## config.mk

```make
export PLATFORM = sky130hd
export DESIGN_NAME = trace_irq_gen
export DESIGN_NICKNAME = d
export VERILOG_FILES = /design/src/rtl/trace_irq_pkg.sv /design/src/rtl/trace_fire.sv /design/src/rtl/trace_status_enc.sv /design/src/rtl/trace_capture.sv /design/src/rtl/trace_irq_gen.sv
export SDC_FILE = /design/constraint.sdc
export NUM_CORES = 1
export LEC_CHECK = 0
export ABC_CLOCK_PERIOD_IN_PS = 800
export BUFFER_PORTS_ARGS = -buffer_cell sky130_fd_sc_hd__buf_4
export CAP_MARGIN = 15
export CORE_AREA = 5 5 176 178
export CTS_CLUSTER_SIZE = 25
export DETAILED_ROUTE_END_ITERATION = 16
export DIE_AREA = 0 0 181 183
export PLACE_DENSITY = 0.57
export REMOVE_ABC_BUFFERS = 1
export SLEW_MARGIN = 10
export SYNTH_ARGS = -nofsm -noshare
export SYNTH_HDL_FRONTEND = slang
export SYNTH_SLANG_ARGS = --single-unit
```

## constraint.sdc

```tcl
create_clock -name clk_i -period 0.8 [get_ports clk_i]
set_clock_uncertainty 0.15 [all_clocks]
set_input_delay 0 -clock clk_i [delete_from_list [all_inputs] [get_ports clk_i]]
set_output_delay 0 -clock clk_i [all_outputs]
set_load 0.03 [all_outputs]
```

## src/rtl/trace_irq_pkg.sv

```systemverilog
package trace_irq_pkg;
  localparam int unsigned XLEN         = 64;
  localparam int unsigned STEP_BIT     = 10;
  localparam int unsigned BTRACE_BIT   = 9;
  localparam int unsigned ST_TRACE_BIT = 30;
  localparam int unsigned ST_LOAD_BIT  = 28;
  localparam int unsigned ST_STORE_BIT = 27;
  localparam int unsigned INSN_BYTES   = 4;
  localparam logic [XLEN-1:0] TRACE_VEC = 64'h0000_0000_0000_0d00;

  typedef struct packed {
    logic ld;
    logic st;
  } acc_kind_t;
endpackage

```

## src/rtl/trace_fire.sv

```systemverilog
module trace_fire (
  input  logic valid_i,
  input  logic exc_i,
  input  logic step_en_i,
  input  logic btrace_en_i,
  input  logic is_branch_i,
  input  logic taken_i,
  output logic fire_o,
  output logic redirect_o
);
  assign redirect_o = is_branch_i & taken_i;
  // other exceptions take priority over trace
  assign fire_o = valid_i & ~exc_i & (step_en_i | (btrace_en_i & redirect_o));
endmodule

```

## src/rtl/trace_status_enc.sv

```systemverilog
module trace_status_enc #(
  parameter int unsigned XLEN      = 64,
  parameter int unsigned TRACE_BIT = 30,
  parameter int unsigned LOAD_BIT  = 28,
  parameter int unsigned STORE_BIT = 27
) (
  input  logic            load_i,
  input  logic            store_i,
  input  logic            touch_ld_i,
  input  logic            touch_st_i,
  output logic [XLEN-1:0] status_o
);
  import trace_irq_pkg::*;
  acc_kind_t kind;

  always_comb begin
    kind.ld = load_i | touch_ld_i;
    kind.st = store_i | touch_st_i;
    status_o = '0;
    status_o[TRACE_BIT] = 1'b1;
    status_o[LOAD_BIT]  = kind.ld;
    status_o[STORE_BIT] = kind.st;
  end
endmodule

```

## src/rtl/trace_capture.sv

```systemverilog
module trace_capture #(
  parameter int unsigned XLEN = 64
) (
  input  logic            clk_i,
  input  logic            rst_ni,
  input  logic            fire_i,
  input  logic [XLEN-1:0] addr_i,
  input  logic [XLEN-1:0] status_i,
  input  logic [XLEN-1:0] clr_mask_i,
  output logic            trap_o,
  output logic [XLEN-1:0] addr_o,
  output logic [XLEN-1:0] status_o,
  output logic [XLEN-1:0] clr_o
);
  always_ff @(posedge clk_i or negedge rst_ni) begin
    if (!rst_ni) begin
      trap_o   <= 1'b0;
      addr_o   <= '0;
      status_o <= '0;
      clr_o    <= '0;
    end else begin
      trap_o <= fire_i;
      clr_o  <= fire_i ? clr_mask_i : '0;
      if (fire_i) begin
        addr_o   <= addr_i;
        status_o <= status_i;
      end
    end
  end
endmodule

```

## src/rtl/trace_irq_gen.sv

```systemverilog
module trace_irq_gen #(
  parameter int unsigned XLEN = trace_irq_pkg::XLEN
) (
  input  logic            clk_i,
  input  logic            rst_ni,
  input  logic            retire_valid_i,
  input  logic [XLEN-1:0] retire_pc_i,
  input  logic [XLEN-1:0] br_target_i,
  input  logic            is_load_i,
  input  logic            is_store_i,
  input  logic            is_touch_ld_i,
  input  logic            is_touch_st_i,
  input  logic            is_branch_i,
  input  logic            br_taken_i,
  input  logic            other_exc_i,
  input  logic [XLEN-1:0] msr_i,
  output logic            trap_o,
  output logic [XLEN-1:0] vector_o,
  output logic [XLEN-1:0] save_addr_o,
  output logic [XLEN-1:0] save_status_o,
  output logic [XLEN-1:0] msr_clr_o
);
  import trace_irq_pkg::*;

  localparam logic [XLEN-1:0] CLR_MASK = (XLEN'(1) << STEP_BIT) | (XLEN'(1) << BTRACE_BIT);
  localparam logic [XLEN-1:0] STEP_INC = XLEN'(INSN_BYTES);

  logic            fire, redirect;
  logic [XLEN-1:0] next_addr, status;

  trace_fire u_fire (
    .valid_i    (retire_valid_i),
    .exc_i      (other_exc_i),
    .step_en_i  (msr_i[STEP_BIT]),
    .btrace_en_i(msr_i[BTRACE_BIT]),
    .is_branch_i(is_branch_i),
    .taken_i    (br_taken_i),
    .fire_o     (fire),
    .redirect_o (redirect)
  );

  trace_status_enc #(
    .XLEN(XLEN), .TRACE_BIT(ST_TRACE_BIT), .LOAD_BIT(ST_LOAD_BIT), .STORE_BIT(ST_STORE_BIT)
  ) u_status (
    .load_i    (is_load_i),
    .store_i   (is_store_i),
    .touch_ld_i(is_touch_ld_i),
    .touch_st_i(is_touch_st_i),
    .status_o  (status)
  );

  assign next_addr = redirect ? br_target_i : retire_pc_i + STEP_INC;

  trace_capture #(.XLEN(XLEN)) u_cap (
    .clk_i     (clk_i),
    .rst_ni    (rst_ni),
    .fire_i    (fire),
    .addr_i    (next_addr),
    .status_i  (status),
    .clr_mask_i(CLR_MASK),
    .trap_o    (trap_o),
    .addr_o    (save_addr_o),
    .status_o  (save_status_o),
    .clr_o     (msr_clr_o)
  );

  assign vector_o = trap_o ? TRACE_VEC[XLEN-1:0] : '0;
endmodule

```

==> metrics <==
status complete, but fails checks; failing checks negative hold slack, negative setup slack; CP endpoint u_cap.addr_o[63]$_DFFE_PN0P_; Max Transition Viols Final 0; nets@finish 1368; initial antenna violation count 3; Cell Area, Synth 5710 sq um; post-synthesis adder-cell area fraction 0.219%; r2r worst-path depth 3; GR Util All Layers 14.3%; WP data arrival 1.58 ns; Synth Area in Simple Gates 20.8%; Crit Path Max Fanout 5; Mapped Cells 708; clock network latency to the later pin of the worst-skew pair 0.34 ns; clock slew seen by the registers of the worst setup and hold paths 0.06 ns; pin count of the biggest net entering global routing 27; I/O Buffers 212; Yosys top cell area share 29.8%; final hold viol count 56; Wirelength per Cell 16.2 microns; mean post-synth cell area 8.07 sq um; leading post-synthesis cells by cell area dfrtp_1 30%, buf_4 25%, xnor2_1 4.8%, o21ai_0 4.4%, a21oi_1 4.2%; final setup fails 141; unique cell type count in the Yosys netlist 38; CORE AREA 29200 sq um; WS Path Type in -> reg; share of cells above drive strength 1 47.0%; main combinational cell family by area after synthesis buffers and inverters; Seq cells post-synth 68; Vias 6282; Worst setup SP type primary input; Routed WL 25.4 mm; fillers 2867; final period utilization 188%; Fmax 0.666 GHz; Yosys Warn Count 0; Leak 5.34 nW; DR pass1 iterations 4; Hold WS -0.210 ns; vias per cell 4.02; initial DRC count 209; die height 183 microns; Reg2Reg Setup Slack -0.21 ns; first-pass GRT wire length 37.3 mm; GP Congestion 0.775; # IOs 459; total gr overflow 0; final design utilization 37.5%; Root Buffer clkbuf_16; H-tree Lvls 3; HP Start br_target_i[5]; Sink Count 68; pwr dens 1600 nW/um^2; worst setup margin -0.701 ns; RSZ-0062 raised after global routing true; end of the worst register-to-register path u_cap.addr_o[63]$_DFFE_PN0P_; CP endpoint kind register; Initial Util 19.5%; Syn-to-layout area delta 92.1%; worst path required time 0.88 ns; Tmin final 1.50 ns; Hold Buf Count CTS 51; fraction of the mapped netlist area in compound gates 12.6%; Synth area leader dfrtp_1; Hold WC Path Type in -> reg; Residual DRC 0; R2R Path Start u_cap.addr_o[63]$_DFFE_PN0P_; Seq/Total Area, Yosys 29.8%; ys flop type dfrtp_1; Pwr Total 17.5 mW; Post-synth ARST share 100%; total of max-cap violations 0; TritonCTS Buffers 9; hpwl dp 18.2 mm; Max VDD drop 0.970 mV; antenna-violating nets left 0; die area 33100 sq um; mux cell area share after synthesis 0.350%; Post-synth EDFFs 0; CTS tree done; Cell Count, Final, Fillers Out 1562; clk buf depth 2; num rows 63; CP Launch Point retire_pc_i[35]; Post-Synth XOR/XNOR Area 8.43%; placed cells 1422; Die Wd 181 microns; vias in the first global route 6637
-- sequential cells by signal (all words and copies together) (netlist names) --
signal	count
u_cap.addr_o	64
u_cap.status_o	3
u_cap.clr_o	1
-- per-layer routing --
| metal | global-route usage, % | part of all wire, % | vias to the layer above |
|---|---|---|---|
| li1 | - | - | 2954 |
| met1 | 17.0 | 40 | 2996 |
| met2 | 25.9 | 51 | 292 |
| met3 | 2.72 | 5.7 | 38 |
| met4 | 5.19 | 2.9 | 2 |
| met5 | 0 | 0.079 | - |
-- cell usage in the layout (no fill, tap or decap), types with 14 or more instances in the layout --
cell type and n:
o22ai_1 23, nand2_1 48, o21ai_1 34, xor2_1 18
nor2_1 45, dfrtp_1 67, conb_1 184, buf_4 263
buf_6 141, buf_12 18, and3_1 14, dlygate4sd3_1 51
a21oi_1 47, xnor2_1 23
-- worst min-delay path by stage --
stage / end / slack, ns / cells past startpoint
2_1_floorplan: u_cap.addr_o[0]$_DFFE_PN0P_ / -0.45 / 0
3_3_place_gp: u_cap.addr_o[10]$_DFFE_PN0P_ / -0.28 / 1
3_5_place_dp: u_cap.addr_o[10]$_DFFE_PN0P_ / -0.28 / 1
4_1_cts: u_cap.addr_o[33]$_DFFE_PN0P_ / -0.23 / 3
5_1_grt: u_cap.addr_o[5]$_DFFE_PN0P_ / -0.20 / 3
6_report: u_cap.addr_o[5]$_DFFE_PN0P_ / -0.21 / 3
-- power by group --
group	switching [mW]	leakage, nW	internal, mW
Clock	1.72	0.164	3.04
Sequential	0.485	0.809	4.07
Combinational	4.42	4.37	3.79
-- worst max-delay path: stages --
cell and delay (ns):
buf_4 0.09, and4_2 0.31, and4_4 0.28, nand4_1 0.10
buf_6 0.16, or3_1 0.31, o2111ai_1 0.21, nand3_1 0.10
-- metrics by stage --
| step | TNS (ns) | setup slack (ns) | area [sq um] | hold slack (ns) |
|---|---|---|---|---|
| finish | -49.51 | -0.701 | 11000 | -0.210 |
| global placement | -61.94 | -1.31 | 8210 | -0.279 |
| CTS | -48.78 | -0.668 | 10600 | -0.227 |
| global route | -56.94 | -0.773 | 11000 | -0.204 |
| detailed placement | -62.91 | -1.34 | 8210 | -0.276 |
| floorplan | -182.08 | -3.41 | 4850 | -0.446 |
-- Yosys cell counts, types with 7 or more instances --
| library cell | instances |
|---|---|
| dfrtp_1 | 68 |
| inv_1 | 9 |
| xnor2_1 | 31 |
| nor2_1 | 56 |
| nand2_1 | 58 |
| nor3_1 | 10 |
| nand4_1 | 11 |
| and4_1 | 7 |
| nor4_2 | 7 |
| o22ai_1 | 23 |
| o21ai_0 | 50 |
| and3_1 | 15 |
| clkbuf_1 | 28 |
| xor2_1 | 24 |
| nand3_1 | 25 |
| a21oi_1 | 48 |
| buf_4 | 189 |
-- area by class of cell --
class / instances / area [sq um] / area share [%]
diodes: 2 / 5.00 / 0.0456
flip-flops and latches: 68 / 1700 / 15.5
clock buffers: 11 / 233 / 2.12
inverters: 9 / 33.8 / 0.308
clock inverters: 5 / 100 / 0.912
well taps: 390 / 488 / 4.45
multi-input cells: 593 / 3760 / 34.3
repair buffers: 484 / 4650 / 42.4
-- repair_timing --
| item | 4_1_cts | 5_1_grt |
|---|---|---|
| buffers inserted | 41 | 28 |
| resized for setup | 294 | 41 |
| setup endpoints to repair | 141 | 141 |
| hold endpoints to repair | 134 | 53 |
| pin swaps | 101 | 53 |
| gates cloned | 5 | 0 |
-- kinds of logic after synthesis --
family / after synthesis
AOI/OAI and AO/OA: 133
xor gates and xnor gates: 55
adders and majority gates: 1
buffers and inverters: 230
DFF: 68
muxes: 2
other: 1
and+or+nand+nor: 218
Power figures use the tool's default switching activity.
